--- config.mk ---
export PLATFORM = sky130hd
export DESIGN_NAME = swdc_connect
export DESIGN_NICKNAME = d
export VERILOG_FILES = /design/src/rtl/swdc_pkg.sv /design/src/rtl/swdc_datapath.sv /design/src/rtl/swdc_ctrl.sv /design/src/rtl/swdc_connect.sv
export SDC_FILE = /design/constraint.sdc
export NUM_CORES = 1
export LEC_CHECK = 0
export BUFFER_PORTS_ARGS = -buffer_cell sky130_fd_sc_hd__buf_2
export CAP_MARGIN = 10
export CORE_MARGIN = 2
export CORE_UTILIZATION = 42
export CTS_BUF_LIST = sky130_fd_sc_hd__clkbuf_4 sky130_fd_sc_hd__clkbuf_8 sky130_fd_sc_hd__clkbuf_16
export DETAILED_ROUTE_END_ITERATION = 8
export GPL_TIMING_DRIVEN = 0
export PLACE_DENSITY = 0.65
export SLEW_MARGIN = 20
export SYNTH_ARGS = -nofsm -noshare
export SYNTH_HDL_FRONTEND = slang
export SYNTH_SLANG_ARGS = --single-unit
--- constraint.sdc ---
create_clock -name clk -period 2.75 [get_ports clk]
set_input_delay 0.6875 -clock clk [delete_from_list [all_inputs] [get_ports clk]]
set_output_delay 0.6875 -clock clk [all_outputs]
set_load 0.02 [all_outputs]
--- src/rtl/swdc_pkg.sv ---
package swdc_pkg;

  typedef enum logic [1:0] {
    PAT_RESET  = 2'd0,
    PAT_SWITCH = 2'd1,
    PAT_IDLE   = 2'd2
  } patE;

  typedef enum logic [2:0] {
    STEP_NONE = 3'd0,
    STEP_ID   = 3'd1,
    STEP_SEL  = 3'd2,
    STEP_APRD = 3'd3,
    STEP_BUF  = 3'd4
  } stepE;

  localparam logic [2:0] ACK_OK   = 3'b001;
  localparam logic [2:0] ACK_WAIT = 3'b010;

  localparam logic [1:0] CAUSE_ACK    = 2'd0;
  localparam logic [1:0] CAUSE_WAIT   = 2'd1;
  localparam logic [1:0] CAUSE_PARITY = 2'd2;
  localparam logic [1:0] CAUSE_IDMISS = 2'd3;

  localparam logic [15:0] SWITCH_WORD = 16'hE79E;

  typedef struct packed {
    logic load;
    patE  pat;
    logic shift;
    logic clrRetry;
    logic incRetry;
    logic capId;
    logic capAp;
    logic clrCaps;
  } dpStrobeT;

endpackage

--- src/rtl/swdc_datapath.sv ---
module swdc_datapath
  import swdc_pkg::*;
#(
  parameter int RESET_BITS   = 52,
  parameter int IDLE_BITS    = 2,
  parameter int WAIT_RETRIES = 3,
  parameter bit CHECK_ID     = 1'b1,
  parameter logic [31:0] EXPECT_ID = 32'h1BA01477
) (
  input  logic        clk,
  input  logic        rstN,
  input  dpStrobeT    stb,
  input  logic [31:0] rspRdata,
  output logic        rawBit,
  output logic        rawLast,
  output logic        retryLeft,
  output logic        idMatch,
  output logic [31:0] idCode,
  output logic [31:0] apId
);

  localparam int MAX_A  = (RESET_BITS > 16) ? RESET_BITS : 16;
  localparam int MAXLEN = (MAX_A > IDLE_BITS) ? MAX_A : IDLE_BITS;
  localparam int CNT_W  = $clog2(MAXLEN + 1);
  localparam int RTRY_W = $clog2(WAIT_RETRIES + 2);

  logic [CNT_W-1:0]  bitCnt;
  logic [15:0]       word;
  logic              fill;
  logic [RTRY_W-1:0] retryCnt;
  logic [31:0]       idReg;
  logic [31:0]       apReg;

  // raw pattern shifter: one bit per cycle, LSB first
  always_ff @(posedge clk) begin
    if (!rstN) begin
      bitCnt <= '0;
      word   <= '0;
      fill   <= 1'b0;
    end else if (stb.load) begin
      case (stb.pat)
        PAT_RESET: begin
          bitCnt <= CNT_W'(RESET_BITS - 1);
          word   <= '1;
          fill   <= 1'b1;
        end
        PAT_SWITCH: begin
          bitCnt <= CNT_W'(15);
          word   <= SWITCH_WORD;
          fill   <= 1'b0;
        end
        default: begin
          bitCnt <= CNT_W'(IDLE_BITS - 1);
          word   <= '0;
          fill   <= 1'b0;
        end
      endcase
    end else if (stb.shift) begin
      bitCnt <= bitCnt - 1'b1;
      word   <= {fill, word[15:1]};
    end
  end

  assign rawBit  = word[0];
  assign rawLast = (bitCnt == '0);

  // per-step WAIT retry counter
  always_ff @(posedge clk) begin
    if (!rstN) begin
      retryCnt <= '0;
    end else if (stb.clrRetry) begin
      retryCnt <= '0;
    end else if (stb.incRetry) begin
      retryCnt <= retryCnt + 1'b1;
    end
  end

  assign retryLeft = (retryCnt < RTRY_W'(WAIT_RETRIES));

  // captured identification values
  always_ff @(posedge clk) begin
    if (!rstN) begin
      idReg <= '0;
      apReg <= '0;
    end else if (stb.clrCaps) begin
      idReg <= '0;
      apReg <= '0;
    end else begin
      if (stb.capId) idReg <= rspRdata;
      if (stb.capAp) apReg <= rspRdata;
    end
  end

  assign idCode = idReg;
  assign apId   = apReg;

  generate
    if (CHECK_ID) begin : gIdCheck
      assign idMatch = (rspRdata == EXPECT_ID);
    end else begin : gIdAny
      assign idMatch = 1'b1;
    end
  endgenerate

  assert_retry_bound_R6: assert property (@(posedge clk) disable iff (!rstN)
    retryCnt <= RTRY_W'(WAIT_RETRIES));

  assert_shift_fill_R2: assert property (@(posedge clk) disable iff (!rstN)
    (stb.shift && !stb.load && fill) |=> rawBit);

endmodule

--- src/rtl/swdc_ctrl.sv ---
module swdc_ctrl
  import swdc_pkg::*;
(
  input  logic        clk,
  input  logic        rstN,
  input  logic        start,
  input  logic [7:0]  apSel,
  input  logic        rawLast,
  input  logic        retryLeft,
  input  logic        idMatch,
  input  logic        rspValid,
  input  logic [2:0]  rspAck,
  input  logic        rspParityErr,
  output dpStrobeT    stb,
  output logic        rawEn,
  output logic        reqValid,
  output logic        reqApNDp,
  output logic        reqRnW,
  output logic [1:0]  reqAddr,
  output logic [31:0] reqWdata,
  output logic        busy,
  output logic        connected,
  output logic        failed,
  output logic [4:0]  errCode
);

  typedef enum logic [2:0] {
    S_IDLE, S_RST1, S_SWITCH, S_RST2, S_GAP, S_XFER, S_RETRY
  } stateE;

  stateE      state, stateNext;
  stepE       step;
  logic       advance, failNow, finish;
  logic [1:0] failCause;

  always_comb begin
    stb       = '0;
    stb.pat   = PAT_RESET;
    stateNext = state;
    advance   = 1'b0;
    failNow   = 1'b0;
    failCause = CAUSE_ACK;
    finish    = 1'b0;
    case (state)
      S_IDLE: if (start) begin
        stb.load     = 1'b1;
        stb.pat      = PAT_RESET;
        stb.clrCaps  = 1'b1;
        stb.clrRetry = 1'b1;
        stateNext    = S_RST1;
      end
      S_RST1: begin
        stb.shift = 1'b1;
        if (rawLast) begin
          stb.load  = 1'b1;
          stb.pat   = PAT_SWITCH;
          stateNext = S_SWITCH;
        end
      end
      S_SWITCH: begin
        stb.shift = 1'b1;
        if (rawLast) begin
          stb.load  = 1'b1;
          stb.pat   = PAT_RESET;
          stateNext = S_RST2;
        end
      end
      S_RST2: begin
        stb.shift = 1'b1;
        if (rawLast) begin
          stb.load  = 1'b1;
          stb.pat   = PAT_IDLE;
          stateNext = S_GAP;
        end
      end
      S_GAP: begin
        stb.shift = 1'b1;
        if (rawLast) stateNext = S_XFER;
      end
      S_XFER: if (rspValid) begin
        if (rspAck == ACK_OK) begin
          if (reqRnW && rspParityErr) begin
            failNow   = 1'b1;
            failCause = CAUSE_PARITY;
          end else if (step == STEP_ID && !idMatch) begin
            failNow   = 1'b1;
            failCause = CAUSE_IDMISS;
          end else begin
            advance      = 1'b1;
            stb.clrRetry = 1'b1;
            stb.capId    = (step == STEP_ID);
            stb.capAp    = (step == STEP_BUF);
            finish       = (step == STEP_BUF);
            stateNext    = finish ? S_IDLE : S_XFER;
          end
        end else if (rspAck == ACK_WAIT) begin
          if (retryLeft) begin
            stb.incRetry = 1'b1;
            stateNext    = S_RETRY;
          end else begin
            failNow   = 1'b1;
            failCause = CAUSE_WAIT;
          end
        end else begin
          failNow   = 1'b1;
          failCause = CAUSE_ACK;
        end
        if (failNow) stateNext = S_IDLE;
      end
      S_RETRY: stateNext = S_XFER;
      default: stateNext = S_IDLE;
    endcase
  end

  always_ff @(posedge clk) begin
    if (!rstN) begin
      state     <= S_IDLE;
      step      <= STEP_NONE;
      connected <= 1'b0;
      failed    <= 1'b0;
      errCode   <= '0;
    end else begin
      state <= stateNext;
      if (state == S_IDLE && start) begin
        step      <= STEP_ID;
        connected <= 1'b0;
        failed    <= 1'b0;
        errCode   <= '0;
      end
      if (advance && !finish) step <= stepE'(step + 3'd1);
      if (finish) connected <= 1'b1;
      if (failNow) begin
        failed  <= 1'b1;
        errCode <= {step, failCause};
      end
    end
  end

  assign rawEn    = (state == S_RST1) || (state == S_SWITCH) ||
                    (state == S_RST2) || (state == S_GAP);
  assign reqValid = (state == S_XFER);
  assign busy     = (state != S_IDLE);

  always_comb begin
    reqApNDp = 1'b0;
    reqRnW   = 1'b1;
    reqAddr  = 2'd0;
    reqWdata = '0;
    case (step)
      STEP_SEL: begin
        reqRnW   = 1'b0;
        reqAddr  = 2'd2;
        reqWdata = {apSel, 16'h0000, 8'hF0};
      end
      STEP_APRD: begin
        reqApNDp = 1'b1;
        reqAddr  = 2'd3;
      end
      STEP_BUF: reqAddr = 2'd3;
      default: ;
    endcase
  end

  assert_hold_request_R5: assert property (@(posedge clk) disable iff (!rstN)
    (reqValid && !rspValid) |=> (reqValid && $stable(reqAddr) &&
                                 $stable(reqRnW) && $stable(reqApNDp)));

  assert_handoff_R4: assert property (@(posedge clk) disable iff (!rstN)
    $fell(rawEn) |-> reqValid);

  assert_exclusive_R11: assert property (@(posedge clk) disable iff (!rstN)
    !(connected && failed));

  assert_quiet_after_fail_R8: assert property (@(posedge clk) disable iff (!rstN)
    $rose(failed) |-> (!reqValid && !rawEn));

  assert_connect_on_resp_R11: assert property (@(posedge clk) disable iff (!rstN)
    $rose(connected) |-> $past(rspValid));

endmodule

--- src/rtl/swdc_connect.sv ---
module swdc_connect
  import swdc_pkg::*;
#(
  parameter int RESET_BITS   = 52,
  parameter int IDLE_BITS    = 2,
  parameter int WAIT_RETRIES = 3,
  parameter bit CHECK_ID     = 1'b1,
  parameter logic [31:0] EXPECT_ID = 32'h1BA01477
) (
  input  logic        clk,
  input  logic        rstN,
  input  logic        start,
  input  logic [7:0]  apSel,
  output logic        rawEn,
  output logic        rawBit,
  output logic        reqValid,
  output logic        reqApNDp,
  output logic        reqRnW,
  output logic [1:0]  reqAddr,
  output logic [31:0] reqWdata,
  input  logic        rspValid,
  input  logic [2:0]  rspAck,
  input  logic [31:0] rspRdata,
  input  logic        rspParityErr,
  output logic        busy,
  output logic        connected,
  output logic        failed,
  output logic [4:0]  errCode,
  output logic [31:0] idCode,
  output logic [31:0] apId
);

  dpStrobeT stb;
  logic     rawLast, retryLeft, idMatch;

  swdc_ctrl uCtrl (
    .clk(clk), .rstN(rstN), .start(start), .apSel(apSel),
    .rawLast(rawLast), .retryLeft(retryLeft), .idMatch(idMatch),
    .rspValid(rspValid), .rspAck(rspAck), .rspParityErr(rspParityErr),
    .stb(stb), .rawEn(rawEn), .reqValid(reqValid), .reqApNDp(reqApNDp),
    .reqRnW(reqRnW), .reqAddr(reqAddr), .reqWdata(reqWdata),
    .busy(busy), .connected(connected), .failed(failed), .errCode(errCode)
  );

  swdc_datapath #(
    .RESET_BITS(RESET_BITS), .IDLE_BITS(IDLE_BITS),
    .WAIT_RETRIES(WAIT_RETRIES), .CHECK_ID(CHECK_ID), .EXPECT_ID(EXPECT_ID)
  ) uDp (
    .clk(clk), .rstN(rstN), .stb(stb), .rspRdata(rspRdata),
    .rawBit(rawBit), .rawLast(rawLast), .retryLeft(retryLeft),
    .idMatch(idMatch), .idCode(idCode), .apId(apId)
  );

endmodule

==> impl_metrics.toml <==
[placed_design]
dp.cells = 818
dp_hpwl_mm = 8.27
gp_congestion = 0.786
io_port_bufs = 138

[hold_path]
hold_worst_path_end = "uDp.apId[15]$_SDFFE_PP0P_"
worstHoldPathType = "reg -> reg"
min-delay-start = "uDp.apId[15]$_SDFFE_PP0P_"
whs_path_depth = 2

[worst_setup_path]
cp.required_ns = 2.06
timing.critical_path.arrival_ns = 1.83
r2r-start = "uCtrl.step[0]$_SDFFE_PN0P_"
timing.critical_path.mode_cell = "sky130_fd_sc_hd__buf_2"
setup.worst_path.end_class = "output pin"
critical_path.reg2reg.endpoint = "uCtrl.errCode[1]$_SDFFE_PN0P_"
r2r.worst_path.cells = 9
critPathSlowestCell = "sky130_fd_sc_hd__dfxtp_1"
ordered_list_of_cells_on_the_worst_path = "inv_1 > ha_1 > nand2_1 > inv_2 > buf_2 > and2_1 > buf_2"
crit_fanout = 13
worstSetupStartpointType = "flip-flop"
crit_type = "reg -> out"
slowest_delay_ns = 0.42
r2r_slack_ns = 0.46

[final_layout]
stdcell_count = 832
commonest_cells_after_routing_fill_and_taps_aside = "sky130_fd_sc_hd__buf_2, sky130_fd_sc_hd__dfxtp_1, sky130_fd_sc_hd__nand2_1"
final.fill_count = 998
sequential_cell_area_um2 = 2060
multiInputGateArea_um2 = 2080
fin_nets = 748
layout-drive-gt1-share_pct = 31.9
antenna_cells = 0
layout-area-overhead-vs-synth_pct = 25.3
most_common_cell_after_layout_fill_and_taps_aside = "sky130_fd_sc_hd__buf_2"

[sta]
final.period_utilization_pct = 91.6
final_setup_tns_ns = 0
setup_violations = 0
timing.final.hold_violations = 0
max_freq_mhz = 397
tightest_slew_ns = 0.708
final.min_clock_period_ns = 2.52
relSlewSlack_pct = 52.7
grt_setup_unrepaired = "false"
final-max-slew-violation-count = 0
finalClockSkew_ns = 0.0122

[logic_synthesis]
yosysUniqueCellTypes = 60
area_leader_netlist = "sky130_fd_sc_hd__dfxtp_1"
postSynthAreaPerCell_um2 = 8.43
synthXorXnorAreaFrac_pct = 0.396
postSynthCellCount = 525
number_of_enable_flip_flop_cells_after_synthesis = 0
synth_adder_area_share_pct = 1.98
main_combinational_cell_family_by_area_after_synthesis = "simple AND/OR/NAND/NOR gates"
synth_seq_cells = 103
synth_simple_gate_area_share_pct = 26.7
mappedNetlistArea_um2 = 4430
area_share_of_the_largest_cell_type_after_synthesis_pct = 46.6
synth.top_cells.by_area = "sky130_fd_sc_hd__dfxtp_1, sky130_fd_sc_hd__nand2_1, sky130_fd_sc_hd__a21oi_1"
synth_sequential_area_ratio_pct = 46.6
synth.yosys.warnings = 0
synth-async-reset-ratio_pct = 0
synth-compound-area-share_pct = 14.4
synth_ff_type = "sky130_fd_sc_hd__dfxtp_1"
fraction_of_synthesized_area_in_multiplexers_pct = 1.81

[floorplanning]
fp.dieW_um = 107
start_util_pct = 43.1
top_level_ports = 159
core_area_um2 = 10300
num_rows = 37
fp.dieArea_um2 = 11400
chipHeight_um = 107

[global_route]
vias_in_the_first_global_route = 3746
grt_use_total_pct = 19.3
wire_length_of_the_first_global_routing_pass_mm = 17.8
grt_antenna_before_repair = 0
grt_overflow = 0
grt_start_max_net_pins = 16

[routing]
drc_errors = 0
viasPerCell = 4.78
wirelength_mm = 11.0
number_of_antenna_violating_nets_in_the_routed_design = 0
route.detailed.wl_per_inst_um = 13.2
dr.first_iter.drc_count = 152
dr.pass1.iters = 4
vias = 3979

[pwr]
power.leakage_nw = 2.55
powerDensity_nw_per_um2 = 566
max-vdd-ir-drop_v = 0.000358

[clocking]
cts_buffer_depth = 2
clock_insertion_delay_worst_skew_ns = 0.37
post_cts_resize_count = 0
clock_root_buffer = "sky130_fd_sc_hd__clkbuf_8"
tritoncts = "yes"
cts_hold_buffers = 0
cts.clk_slew.worst_paths_ns = 0.09
h-tree-depth = 3
cts_inserted_buffers = 9
clock-sinks = 103
postCtsSetupBuffers = 0

[run_status]
outcome = "finished, final reports clean"

[run]
cap_violations = 0
area by class of cell:
class                   count  area share [%]
well taps                 136            3.07
inverters                  13           0.879
clock buffers              11            2.61
clock inverters             3           0.812
repair buffers            138            12.4
flip-flops and latches    103            37.2
multi-input cells         375            37.4
plain buffers              53            5.59
metal layers:
| layer | global-route usage, % | share of wire [%] |
|---|---|---|
| met3 | 5.23 | 7.8 |
| met2 | 30.7 | 46 |
| met1 | 24.5 | 44 |
| met4 | 8.72 | 1.9 |
| met5 | 0 | 0 |
flip-flops by register name, indices dropped and copies added, names as in the netlist:
name             cells
uDp.retryCnt         3
uDp.idCode          32
uDp.word            16
uDp.bitCnt           6
uCtrl.connected      1
uCtrl.errCode        5
uDp.fill             1
uDp.apId            32
uCtrl.failed         1
uCtrl.state          3
uCtrl.step           3
synthesized netlist by cell type, types with 3 or more instances:
cell type / instances
sky130_fd_sc_hd__ha_1: 7
sky130_fd_sc_hd__nand3_1: 11
sky130_fd_sc_hd__nand2b_1: 5
sky130_fd_sc_hd__nor4_1: 3
sky130_fd_sc_hd__o31ai_1: 3
sky130_fd_sc_hd__a21oi_1: 60
sky130_fd_sc_hd__buf_4: 23
sky130_fd_sc_hd__o21a_1: 3
sky130_fd_sc_hd__and2_2: 8
sky130_fd_sc_hd__and2_1: 12
sky130_fd_sc_hd__inv_1: 11
sky130_fd_sc_hd__nand2_1: 86
sky130_fd_sc_hd__mux2i_1: 8
sky130_fd_sc_hd__clkbuf_1: 18
sky130_fd_sc_hd__buf_2: 8
sky130_fd_sc_hd__and2_4: 10
sky130_fd_sc_hd__o21ai_0: 25
sky130_fd_sc_hd__nor2_1: 53
sky130_fd_sc_hd__nor3_1: 10
sky130_fd_sc_hd__dfxtp_1: 103
sky130_fd_sc_hd__a31oi_1: 3
sky130_fd_sc_hd__or3_1: 3
sky130_fd_sc_hd__and4b_2: 3
worst max-delay path by stage:
| stage | startpoint | end | slack [ns] |
|---|---|---|---|
| 2_1_floorplan | rspRdata[26] | uDp.idCode[15]$_SDFFE_PP0P_ | 0.52 |
| 3_3_place_gp | rspRdata[7] | uDp.idCode[26]$_SDFFE_PP0P_ | 0.17 |
| 3_5_place_dp | rspRdata[7] | uDp.idCode[15]$_SDFFE_PP0P_ | 0.15 |
| 4_1_cts | uCtrl.step[0]$_SDFFE_PN0P_ | reqWdata[29] | 0.21 |
| 5_1_grt | uCtrl.step[0]$_SDFFE_PN0P_ | reqWdata[27] | 0.12 |
| 6_report | uCtrl.step[0]$_SDFFE_PN0P_ | reqWdata[29] | 0.23 |
cell families after synthesis:
family / count (synthesis)
multiplexers: 8
AO/OA/AOI/OAI: 109
buffers and inverters: 66
AND/OR/NAND/NOR: 229
other: 1
XOR/XNOR: 2
adder cells (fa/ha/maj): 7
flip-flops: 103
critical path: cells and delay by family, from the launching register on:
family	cells	cell delay (ns)
buffers and inverters	4	0.51
DFF	1	0.42
and+or+nand+nor	2	0.33
adders and majority gates	1	0.20
through the flow:
stage,instance area (µm²),hold slack [ns],setup WS [ns],utilization (%),total power (W)
floorplan,4500,0.445,0.525,-,0.00206
global placement,5360,0.441,0.175,52.2,0.00221
detailed placement,5360,0.447,0.147,52.2,0.00222
CTS,5550,0.460,0.215,54.0,0.00316
global route,5550,0.476,0.119,54.0,0.00330
finish,5550,0.461,0.230,54.0,0.00314
where the power goes:
| part | internal (W) | leakage, nW | switching [W] |
|---|---|---|---|
| logic | 0.000208 | 1.62 | 0.000360 |
| clock network | 0.000446 | 0.0909 | 0.000498 |
| registers | 0.00158 | 0.837 | 0.0000551 |
Note: power is estimated with default switching activity, not from simulation.
